### src/rtl/nctl_pkg.sv
package nctl_pkg;
  localparam int B_STOP = 0;
  localparam int B_INIT = 1;
  localparam int B_STRT = 2;
  localparam int B_TDMD = 3;
  localparam int B_IE   = 4;
  localparam int B_RXEN = 5;
  localparam int B_TXEN = 6;
  localparam int B_FLG0 = 8;
  localparam int NFLAG  = 5;
  localparam int B_IRQ  = 15;

  typedef enum logic [3:0] {
    SQ_STOP, SQ_SWITCH, SQ_RCLR, SQ_IBWAIT,
    SQ_RXCHK, SQ_RXWAIT, SQ_TXCHK, SQ_TXWAIT, SQ_PAUSE
  } seq_st_t;

  // 1.6 ms = 1/625 s
  function automatic int pause_cycles(input int hz);
    int c;
    c = hz / 625;
    return (c < 1) ? 1 : c;
  endfunction
endpackage

### src/rtl/nctl_csr.sv
module nctl_csr
  import nctl_pkg::*;
#(
  parameter int ADDR_W = 24
) (
  input  logic              clk,
  input  logic              rst_n,
  input  logic              wr,
  input  logic [1:0]        sel,
  input  logic [15:0]       wdata,
  input  logic              idon_evt,
  input  logic              rint_evt,
  input  logic              tint_evt,
  input  logic              miss_evt,
  input  logic              err_evt,
  input  logic              tdmd_clr,
  output logic              stop_q,
  output logic              init_q,
  output logic              strt_q,
  output logic              tdmd_q,
  output logic              ie_q,
  output logic              rxen_q,
  output logic              txen_q,
  output logic [15:0]       csr_q,
  output logic [ADDR_W-1:0] ib_addr,
  output logic              irq
);
  localparam int HI_W = ADDR_W - 16;

  logic [NFLAG-1:0] flags_q;
  logic [NFLAG-1:0] evt_vec, clr_vec;
  logic wr_cmd, wr_lo, wr_hi, go_w;

  assign wr_cmd  = wr && (sel == 2'd0);
  assign wr_lo   = wr && (sel == 2'd1) && stop_q;
  assign wr_hi   = wr && (sel == 2'd2) && stop_q;
  assign go_w    = wdata[B_INIT] || wdata[B_STRT];
  assign evt_vec = {err_evt, miss_evt, tint_evt, rint_evt, idon_evt};
  assign clr_vec = wr_cmd ? wdata[B_FLG0 +: NFLAG] : '0;

  wire unused_bits = ^{wdata[15:13], wdata[7]};

  always_ff @(posedge clk) begin
    if (!rst_n) begin
      stop_q  <= 1'b1;
      init_q  <= 1'b0;
      strt_q  <= 1'b0;
      tdmd_q  <= 1'b0;
      ie_q    <= 1'b0;
      rxen_q  <= 1'b0;
      txen_q  <= 1'b0;
      flags_q <= '0;
      ib_addr <= '0;
    end else begin
      if (wr_cmd) begin
        ie_q   <= wdata[B_IE];
        rxen_q <= wdata[B_RXEN];
        txen_q <= wdata[B_TXEN];
        if (wdata[B_STOP]) begin
          stop_q <= 1'b1;
          init_q <= 1'b0;
          strt_q <= 1'b0;
        end else if (go_w) begin
          stop_q <= 1'b0;
          if (wdata[B_INIT]) init_q <= 1'b1;
          if (wdata[B_STRT]) strt_q <= 1'b1;
        end
      end
      if (wr_cmd && wdata[B_STOP])      tdmd_q <= 1'b0;
      else if (wr_cmd && wdata[B_TDMD]) tdmd_q <= 1'b1;
      else if (tdmd_clr)                tdmd_q <= 1'b0;
      flags_q <= (flags_q & ~clr_vec) | evt_vec;
      if (wr_lo) ib_addr[15:0]       <= wdata;
      if (wr_hi) ib_addr[ADDR_W-1:16] <= wdata[HI_W-1:0];
    end
  end

  always_comb begin
    csr_q                    = '0;
    csr_q[B_STOP]            = stop_q;
    csr_q[B_INIT]            = init_q;
    csr_q[B_STRT]            = strt_q;
    csr_q[B_TDMD]            = tdmd_q;
    csr_q[B_IE]              = ie_q;
    csr_q[B_RXEN]            = rxen_q;
    csr_q[B_TXEN]            = txen_q;
    csr_q[B_FLG0 +: NFLAG]   = flags_q;
    csr_q[B_IRQ]             = |flags_q;
  end

  assign irq = ie_q && (|flags_q);

  p_stop_excl_r2: assert property (@(posedge clk) disable iff (!rst_n)
    stop_q |-> !(init_q || strt_q));
  p_addr_hold_r3: assert property (@(posedge clk) disable iff (!rst_n)
    !stop_q |=> $stable(ib_addr));
  p_evt_wins_r8: assert property (@(posedge clk) disable iff (!rst_n)
    rint_evt |=> flags_q[1]);
endmodule

### src/rtl/nctl_pause.sv
module nctl_pause #(
  parameter int CYC = 80000
) (
  input  logic clk,
  input  logic rst_n,
  input  logic load,
  input  logic run,
  output logic expire
);
  localparam int CW = $clog2(CYC + 1);
  localparam logic [CW-1:0] LOADV = CW'(CYC - 1);

  logic [CW-1:0] cnt;

  always_ff @(posedge clk) begin
    if (!rst_n)                 cnt <= '0;
    else if (load)              cnt <= LOADV;
    else if (run && cnt != '0)  cnt <= cnt - 1'b1;
  end

  assign expire = run && (cnt == '0);
endmodule

### src/rtl/nctl_seq.sv
module nctl_seq
  import nctl_pkg::*;
#(
  parameter int PAUSE_CYC = 80000
) (
  input  logic clk,
  input  logic rst_n,
  input  logic stop,
  input  logic init,
  input  logic strt,
  input  logic tdmd,
  input  logic rx_en,
  input  logic tx_en,
  input  logic ib_done,
  input  logic rx_done,
  input  logic tx_done,
  input  logic tx_sent,
  output logic ring_reset,
  output logic ib_req,
  output logic rx_poll,
  output logic tx_poll,
  output logic tdmd_clr,
  output logic idon_evt,
  output logic loop_active
);
  seq_st_t st, nxt;
  logic inited;
  logic pause_load, pause_run, pause_exp;

  always_comb begin
    nxt = st;
    if (stop) nxt = SQ_STOP;
    else begin
      case (st)
        SQ_STOP:   nxt = SQ_SWITCH;
        SQ_SWITCH: if (init && !inited) nxt = SQ_RCLR;
                   else if (strt)       nxt = SQ_RXCHK;
        SQ_RCLR:   nxt = SQ_IBWAIT;
        SQ_IBWAIT: if (ib_done) nxt = SQ_SWITCH;
        SQ_RXCHK:  nxt = rx_en ? SQ_RXWAIT : SQ_TXCHK;
        SQ_RXWAIT: if (rx_done) nxt = SQ_TXCHK;
        SQ_TXCHK:  nxt = tx_en ? SQ_TXWAIT : (tdmd ? SQ_RXCHK : SQ_PAUSE);
        SQ_TXWAIT: if (tx_done) nxt = (tx_sent || tdmd) ? SQ_RXCHK : SQ_PAUSE;
        SQ_PAUSE:  if (pause_exp) nxt = SQ_RXCHK;
        default:   nxt = SQ_STOP;
      endcase
    end
  end

  always_ff @(posedge clk) begin
    if (!rst_n) begin
      st     <= SQ_STOP;
      inited <= 1'b0;
    end else begin
      st <= nxt;
      if (st == SQ_STOP) inited <= 1'b0;
      else if (idon_evt) inited <= 1'b1;
    end
  end

  assign ring_reset  = !stop && (st == SQ_RCLR);
  assign ib_req      = !stop && (st == SQ_IBWAIT);
  assign idon_evt    = ib_req && ib_done;
  assign rx_poll     = !stop && (st == SQ_RXCHK) && rx_en;
  assign tx_poll     = !stop && (st == SQ_TXCHK) && tx_en;
  assign tdmd_clr    = !stop && tdmd &&
                       (((st == SQ_TXCHK) && !tx_en) || ((st == SQ_TXWAIT) && tx_done));
  assign loop_active = (st == SQ_RXCHK) || (st == SQ_RXWAIT) || (st == SQ_TXCHK) ||
                       (st == SQ_TXWAIT) || (st == SQ_PAUSE);
  assign pause_load  = (nxt == SQ_PAUSE) && (st != SQ_PAUSE);
  assign pause_run   = (st == SQ_PAUSE);

  nctl_pause #(.CYC(PAUSE_CYC)) u_pause (
    .clk(clk), .rst_n(rst_n), .load(pause_load), .run(pause_run), .expire(pause_exp)
  );

  p_clr_init_r5: assert property (@(posedge clk) disable iff (!rst_n)
    ring_reset |-> init);
  p_ibreq_r4: assert property (@(posedge clk) disable iff (!rst_n)
    ib_req |-> (init && !stop));
  p_poll_strt_r6: assert property (@(posedge clk) disable iff (!rst_n)
    (rx_poll || tx_poll) |-> strt);
  p_one_poll_r6: assert property (@(posedge clk) disable iff (!rst_n)
    !(rx_poll && tx_poll));
  p_pause_hold_r7: assert property (@(posedge clk) disable iff (!rst_n)
    (st == SQ_PAUSE && !pause_exp && !stop) |=> (st == SQ_PAUSE));
endmodule

### src/rtl/nic_run_ctrl.sv
module nic_run_ctrl
  import nctl_pkg::*;
#(
  parameter int ADDR_W = 24,
  parameter int CLK_HZ = 50_000_000
) (
  input  logic              clk,
  input  logic              rst_n,
  input  logic              host_wr,
  input  logic [1:0]        host_sel,
  input  logic [15:0]       host_wdata,
  output logic [15:0]       csr_q,
  output logic [ADDR_W-1:0] ib_addr,
  output logic              ring_reset,
  output logic              ib_req,
  input  logic              ib_done,
  output logic              rx_poll,
  input  logic              rx_poll_done,
  output logic              tx_poll,
  input  logic              tx_poll_done,
  input  logic              tx_sent,
  output logic              loop_active,
  input  logic              rint_evt,
  input  logic              tint_evt,
  input  logic              miss_evt,
  input  logic              err_evt,
  output logic              irq
);
  localparam int PAUSE_CYC = pause_cycles(CLK_HZ);

  logic stop_w, init_w, strt_w, tdmd_w, ie_w, rxen_w, txen_w;
  logic tdmd_clr_w, idon_w;

  nctl_csr #(.ADDR_W(ADDR_W)) u_csr (
    .clk(clk), .rst_n(rst_n), .wr(host_wr), .sel(host_sel), .wdata(host_wdata),
    .idon_evt(idon_w), .rint_evt(rint_evt), .tint_evt(tint_evt),
    .miss_evt(miss_evt), .err_evt(err_evt), .tdmd_clr(tdmd_clr_w),
    .stop_q(stop_w), .init_q(init_w), .strt_q(strt_w), .tdmd_q(tdmd_w),
    .ie_q(ie_w), .rxen_q(rxen_w), .txen_q(txen_w),
    .csr_q(csr_q), .ib_addr(ib_addr), .irq(irq)
  );

  nctl_seq #(.PAUSE_CYC(PAUSE_CYC)) u_seq (
    .clk(clk), .rst_n(rst_n), .stop(stop_w), .init(init_w), .strt(strt_w),
    .tdmd(tdmd_w), .rx_en(rxen_w), .tx_en(txen_w), .ib_done(ib_done),
    .rx_done(rx_poll_done), .tx_done(tx_poll_done), .tx_sent(tx_sent),
    .ring_reset(ring_reset), .ib_req(ib_req), .rx_poll(rx_poll), .tx_poll(tx_poll),
    .tdmd_clr(tdmd_clr_w), .idon_evt(idon_w), .loop_active(loop_active)
  );

  p_stop_quiet_r11: assert property (@(posedge clk) disable iff (!rst_n)
    stop_w |-> !(rx_poll || tx_poll || ib_req || ring_reset));
  p_irq_gate_r10: assert property (@(posedge clk) disable iff (!rst_n)
    !ie_w |-> !irq);
endmodule

### config.mk
export PLATFORM = sky130hd
export DESIGN_NAME = nic_run_ctrl
export DESIGN_NICKNAME = d
export VERILOG_FILES = /design/src/rtl/nctl_pkg.sv /design/src/rtl/nctl_csr.sv /design/src/rtl/nctl_pause.sv /design/src/rtl/nctl_seq.sv /design/src/rtl/nic_run_ctrl.sv
export SDC_FILE = /design/constraint.sdc
export NUM_CORES = 1
export LEC_CHECK = 0
export BUFFER_PORTS_ARGS = -buffer_cell sky130_fd_sc_hd__buf_2
export CAP_MARGIN = 20
export CORE_UTILIZATION = 52
export DETAILED_ROUTE_END_ITERATION = 10
export PLACE_DENSITY = 0.79
export RECOVER_POWER = 25
export SLEW_MARGIN = 10
export SYNTH_ARGS = -nofsm -noshare
export SYNTH_HDL_FRONTEND = slang
export SYNTH_SLANG_ARGS = --single-unit
### constraint.sdc
create_clock -name clk -period 2.9 [get_ports clk]
set_input_delay 0.29 -clock clk [delete_from_list [all_inputs] [get_ports clk]]
set_output_delay 0.29 -clock clk [all_outputs]
set_load 0.02 [all_outputs]
==> results.py, run 1 <==
metrics = {
    "clock_tree": {
        "tritoncts": "yes",
        "cts_hold_buf": 0,
        "cts_resized": 0,
        "htreeDepth": 3,
        "clockBufferDepth": 2,
        "cts_setup_buffers": 0,
        "clkTransAtPathRegs_ps": 70,
        "cts_num_sinks": 58,
        "clkLatencyLatePin_ps": 350,
        "cts_root_buffer": "clkbuf_8",
        "cts-buffers-inserted": 9,
    },
    "min_path": {
        "holdCritStartpoint": "rint_evt",
        "hp-class": "in -> reg",
        "whs_endpoint": "u_csr.flags_q[1]$_SDFF_PN0_",
        "hold_path_depth": 3,
    },
    "power_and_ir_drop": {
        "leakage_nw": 1.240,
        "peakVddDrop_uv": 264.0,
        "pwr_density_cell_nw_per_um2": 532.0,
    },
    "synthesis": {
        "ys_async_sr_fraction_pct": 0,
        "yosys_warnings": 0,
        "ys_ff_latch": 58,
        "synth.cells.most_frequent": "nand2_1 (67), dfxtp_1 (58), a21oi_1 (42), nor2_1 (17), clkbuf_1 (12)",
        "yosysMostFrequentCell": "nand2_1",
        "synth_top_area_share_pct": 42.53,
        "yosysTopAreaCell": "dfxtp_1",
        "synthFlopType": "dfxtp_1",
        "synth.yosys.seq_area_share_pct": 42.53,
        "netlist_area_um2": 2730,
        "synth-edff-count": 0,
        "synth_area_leaders": "dfxtp_1 (43%), nand2_1 (9.2%), a21oi_1 (7.7%)",
        "syn-instance-count": 330,
        "ys_types": 51,
        "syn_area_per_cell_um2": 8.273,
    },
    "grt": {
        "antenna_found_initial": 0,
        "grt.overflow.total": 0,
        "grt_pass1_wl_um": 10220,
        "grt_start_max_net_pins": 36,
        "grt_pass1_vias": 2274,
        "grtUsageTotal_pct": 24.36,
    },
    "worst_setup_path": {
        "r2r_start": "u_seq.u_pause.cnt[0]$_SDFFE_PN0P_",
        "critPathSlowestCell": "or4b_2",
        "path_buf_inv": 1,
        "crit_top_cell": "a311oi_1",
        "crit_arrival_ps": 2550,
        "reg2regPathDepth": 6,
        "required_ps": 3120,
        "cp-start-kind": "flip-flop",
        "worst-path-max-fanout": 5,
        "cp_slowest_stage_delay_ps": 680,
        "path_cells": "inv_1 > ha_1 > or4b_2 > or4_4 > a311oi_1 > a311oi_1",
        "r2r_end": "u_seq.u_pause.cnt[2]$_SDFFE_PN0P_",
        "cp_top_family": "simple AND/OR/NAND/NOR gates",
        "end_kind": "flip-flop",
        "crit_type": "reg -> reg",
        "ff2ff_setup_slack_ps": 570,
    },
    "placement": {
        "hpwl_um": 4521,
        "place_congestion": 0.7970,
        "portBuffers": 71,
        "placed_area_um2": 3075,
        "place_ws_ps": 586.6,
    },
    "floorplan": {
        "ioPinCount": 75,
        "design.die.area_um2": 5544,
        "die_y_um": 74.46,
        "die_w_um": 74.46,
        "start_util_pct": 53.80,
        "core_um2": 5075,
        "rows": 26,
    },
    "sta": {
        "fin_worst_skew_ps": 9.917,
        "drv_slew": 0,
        "relSlewSlack_pct": 42.49,
        "fin_ws_ps": 569.1,
        "period_share_pct": 80.38,
        "finalSetupViolations": 0,
        "max_freq_mhz": 429.0,
        "whs_ps": 151.3,
        "period_minus_slack_ps": 2331,
        "tightestPinTransition_ps": 860.8,
        "fin_tns_setup_ps": 0,
        "finalHoldViolCount": 0,
        "rsz0062_at_grt": "no",
    },
    "cells_and_area": {
        "drive_gt1_share_pct": 22.61,
        "n_fill_cell": 468,
        "antennaDiodeCount": 0,
        "final_nets": 424,
        "area_delta_synth_final_pct": 19.25,
        "postLayoutCellArea_um2": 3256,
    },
    "drt": {
        "wl_per_cell_um": 13.90,
        "vias": 2603,
        "vias_per_cell": 5.562,
        "drt_first_pass_iters": 4,
        "drtIter0Drc": 156,
        "drc_errors": 0,
        "routed_wl_um": 6507,
        "drtAntennaViolNets": 0,
    },
    "outcome": {
        "status": "completed",
    },
    "flow_run": {
        "drv_cap": 0,
    },
}
[cell type report]
class                           instances  area (um^2)  share of cell area, %
Sequential cell                        58         1161                  35.66
Inverter                                5        18.77                 0.5765
Tap cell                               70        87.58                  2.690
Clock inverter                          6        66.31                  2.037
Timing Repair Buffer                   76        369.1                  11.34
Clock buffer                           10        137.6                  4.228
Multi-Input combinational cell        243         1415                  43.47
[sequential cells by signal (all words and copies together), names as in the netlist]
signal	cells
u_csr.tdmd_q	1
u_seq.st	4
u_csr.stop_q	1
u_seq.inited	1
u_csr.ie_q	1
u_csr.flags_q	5
u_csr.ib_addr	24
u_csr.init_q	1
u_seq.u_pause.cnt	17
u_csr.rxen_q	1
u_csr.txen_q	1
u_csr.strt_q	1
[cell usage in the layout, fill, tap and decap left out, types with 3 or more instances in the layout]
cell type | synthesis | routed
nand2_1 | 67 | 67
dfxtp_1 | 58 | 58
buf_2 | 0 | 55
a21oi_1 | 42 | 42
nor2_1 | 17 | 17
clkbuf_1 | 12 | 17
or4_1 | 10 | 10
a31oi_1 | 10 | 10
clkbuf_8 | 0 | 10
or3_1 | 8 | 8
o21ai_0 | 8 | 8
o31ai_1 | 7 | 7
nor3b_1 | 6 | 5
nand3_1 | 5 | 5
inv_1 | 4 | 4
or2_2 | 4 | 4
mux2i_1 | 4 | 4
a211oi_1 | 4 | 4
buf_4 | 11 | 4
nor3_1 | 3 | 3
nand3b_1 | 3 | 3
or4b_2 | 3 | 3
or4_4 | 3 | 3
nor4_1 | 3 | 3
conb_1 | 1 | 3
clkinvlp_4 | 0 | 3
[worst max-delay path by stage]
stage	start	to	depth (start not counted)
final	u_seq.u_pause.cnt[0]$_SDFFE_PN0P_	u_seq.u_pause.cnt[2]$_SDFFE_PN0P_	6
after CTS	u_seq.u_pause.cnt[0]$_SDFFE_PN0P_	u_seq.u_pause.cnt[2]$_SDFFE_PN0P_	6
after global placement	u_seq.u_pause.cnt[0]$_SDFFE_PN0P_	u_seq.u_pause.cnt[2]$_SDFFE_PN0P_	6
after global routing	u_seq.st[0]$_SDFF_PN0_	u_seq.u_pause.cnt[13]$_SDFFE_PN0P_	4
after detailed placement	u_seq.u_pause.cnt[0]$_SDFFE_PN0P_	u_seq.u_pause.cnt[2]$_SDFFE_PN0P_	6
after floorplan	u_seq.u_pause.cnt[0]$_SDFFE_PN0P_	u_seq.u_pause.cnt[2]$_SDFFE_PN0P_	6
[per-stage QoR]
step,total power (W),util (%),instances
6_report,0.001732,64.15,468
4_1_cts,0.001738,64.62,468
5_1_grt,0.001786,64.15,468
3_3_place_gp,0.0009854,60.60,452
3_5_place_dp,0.0009876,60.60,452
2_1_floorplan,0.0009343,-,332
[worst min-delay path, delay by kind of cell]
kind | cells | cell delay, ps
AO/OA/AOI/OAI | 1 | 30
AND/OR/NAND/NOR | 1 | 60
buffers and inverters | 1 | 80
[kinds of logic (layout without fill, tap and decap cells)]
family | after synthesis | count (layout) | share of synthesized area [%]
and+or+nand+nor | 149 | 149 | 30.06
AOI/OAI and AO/OA | 85 | 85 | 18.79
DFF | 58 | 58 | 42.53
buffers and inverters | 31 | 97 | 6.095
muxes | 4 | 4 | 1.467
adders and majority gates | 2 | 2 | 0.9164
other | 1 | 3 | 0.1374
[power breakdown]
group,total (W),switching [W],internal (W)
sequential,0.000830,0.0000150,0.000815
clock,0.000764,0.000345,0.000419
combinational,0.000138,0.0000895,0.0000482
total,0.00173,0.000449,0.00128
[layer usage]
metal | wire length [um] | share of wire [%] | vias to the layer above | GRT usage [%]
li1 | - | - | 1301 | -
met1 | 3079 | 47 | 1210 | 29.77
met2 | 2928 | 45 | 77 | 39.44
met3 | 318 | 4.9 | 15 | 5.556
met4 | 180 | 2.8 | 0 | 13.84
met5 | 0 | 0 | - | 0
Power figures use the tool's default switching activity.
==> run 2: changes to the inputs <==
Settings changed: CORE_UTILIZATION 52 to 47, PLACE_DENSITY 0.79 to 0.76.
Clock period 2.9 ns to 2.1 ns, I/O delays scaled along.
==> run 2 against run 1 <==
Power increased by 45%. Sequential power is 39% higher. First-iteration DRC count down 20%. Die area is 10% higher. Critical endpoint is now u_seq.u_pause.cnt[1]$_SDFFE_PN0P_. Largest cell class unchanged. Highest routed layer unchanged.
==> results.py, run 2 (synthesized netlist as in run 1, its figures left out) <==
metrics = {
    "sta": {
        "fin_ws_ps": 64.83,
        "relSlewSlack_pct": 49.75,
        "rsz0062_at_grt": "yes",
        "finalHoldViolCount": 0,
        "tightestPinTransition_ps": 749.2,
        "drv_slew": 0,
        "fin_worst_skew_ps": 11.17,
        "period_minus_slack_ps": 2035,
        "max_freq_mhz": 491.4,
        "period_share_pct": 96.91,
        "finalSetupViolations": 0,
    },
    "cells_and_area": {
        "final_nets": 443,
        "top_regs": "u_csr.ib_addr x24, u_seq.u_pause.cnt x17, u_csr.flags_q x5",
        "layout_common_cells": "nand2_1 (67), buf_2 (58), dfxtp_1 (58)",
        "largest_register": "u_csr.ib_addr",
        "multi_input_area_um2": 1430,
        "area_delta_synth_final_pct": 26.03,
        "final_core_util_pct": 62.10,
        "drive_gt1_share_pct": 27.10,
        "antennaDiodeCount": 0,
        "largest_reg_flops": 24,
        "post_layout_nonfiller_instances": 489,
        "register_area_um2": 1161,
        "n_fill_cell": 500,
        "mostFrequentLayoutCell": "nand2_1",
        "postLayoutCellArea_um2": 3441,
    },
    "worst_setup_path": {
        "cp-startpoint": "u_seq.u_pause.cnt[0]$_SDFFE_PN0P_",
        "worst-path-max-fanout": 5,
        "r2r_start": "u_seq.u_pause.cnt[0]$_SDFFE_PN0P_",
        "ff2ff_setup_slack_ps": 60,
        "crit_type": "reg -> reg",
        "end_kind": "flip-flop",
        "required_ps": 2330,
        "crit_arrival_ps": 2260,
        "cp-start-kind": "flip-flop",
        "reg2regPathDepth": 7,
    },
    "clock_tree": {
        "cts_num_sinks": 58,
        "clkTransAtPathRegs_ps": 80,
        "cts_hold_buf": 0,
        "cts_root_buffer": "clkbuf_8",
        "htreeDepth": 3,
        "clockBufferDepth": 2,
        "tritoncts": "yes",
        "cts-buffers-inserted": 9,
        "clkLatencyLatePin_ps": 340,
    },
    "drt": {
        "wl_per_cell_um": 14.44,
        "drc_errors": 0,
        "drtIter0Drc": 125,
        "routed_wl_um": 7060,
        "drt_first_pass_iters": 5,
        "vias_per_cell": 5.656,
        "drtAntennaViolNets": 0,
        "vias": 2766,
    },
    "grt": {
        "antenna_found_initial": 0,
        "grt_pass1_vias": 2453,
        "grt_start_max_net_pins": 42,
        "grt.overflow.total": 0,
        "grtUsageTotal_pct": 24.05,
        "grt_pass1_wl_um": 11560,
    },
    "floorplan": {
        "rows": 27,
        "die_w_um": 78.22,
        "start_util_pct": 49.28,
        "ioPinCount": 75,
        "core_um2": 5540,
        "die_y_um": 78.22,
        "design.die.area_um2": 6118,
    },
    "power_and_ir_drop": {
        "peakVddDrop_uv": 388.7,
        "pwr_density_cell_nw_per_um2": 729.2,
        "leakage_nw": 1.363,
        "p_total_w": 0.002509,
    },
    "min_path": {
        "holdCritStartpoint": "err_evt",
        "hp-class": "in -> reg",
        "hold_path_depth": 3,
    },
    "placement": {
        "portBuffers": 71,
        "placed_area_um2": 3194,
        "place_congestion": 0.7915,
        "dp_cells": 469,
        "hpwl_um": 4943,
        "place_ws_ps": 15.96,
    },
    "flow_run": {
        "drv_cap": 0,
    },
    "outcome": {
        "status": "completed",
    },
}
==> run 2: what timing repair did <==
item | in CTS | in global routing
buffers inserted | 0 | 3
resized for setup | 0 | 4
endpoints found under the setup margin | 0 | 12
==> run 2: worst paths after layout <==
| check | end |
|---|---|
| min | u_csr.flags_q[4]$_SDFF_PN0_ |
| min reg2reg | u_csr.ib_addr[7]$_SDFFE_PN0P_ |
| max | u_seq.u_pause.cnt[1]$_SDFFE_PN0P_ |
| max reg2reg | u_seq.u_pause.cnt[1]$_SDFFE_PN0P_ |
==> run 2: per-layer routing <==
metal  track usage, %  vias up  wire length, um
li1                 -     1344                -
met1            31.18     1336             3238
met2            39.21       78             3357
met3            5.116        8              374
met4            8.889        0               89
met5                0        -                0
==> run 2: layout make-up <==
type                       count  share of cell area [%]
tap                           72                   2.618
inverter                       5                  0.5455
multi-input combinational    243                   41.56
sequential                    58                   33.75
timing repair buffer          95                   14.98
clock inverter                 7                   2.945
clock buffer                   9                   3.600
==> run 2: critical path, stage by stage (launching register included) <==
cell and delay (ps):
dfxtp_1 360, inv_1 100, ha_1 130, or4b_4 460, buf_4 180, nor4_4 220, nor2_1 140, o311a_1 340
==> run 2: power by group <==
part,leakage (nW),internal [W],switching [W]
clock network,0.106,0.000678,0.000489
registers,0.471,0.00113,0.0000197
logic,0.786,0.0000705,0.000127
total,1.36,0.00187,0.000635
==> run 2: metrics by stage <==
| stage | TNS [ps] | hold slack [ps] |
|---|---|---|
| after floorplan | 0 | 327.4 |
| after global placement | 0 | 423.9 |
| after detailed placement | 0 | 430.1 |
| after CTS | 0 | 74.49 |
| after global routing | -146.7 | 80.83 |
| final | 0 | 85.34 |
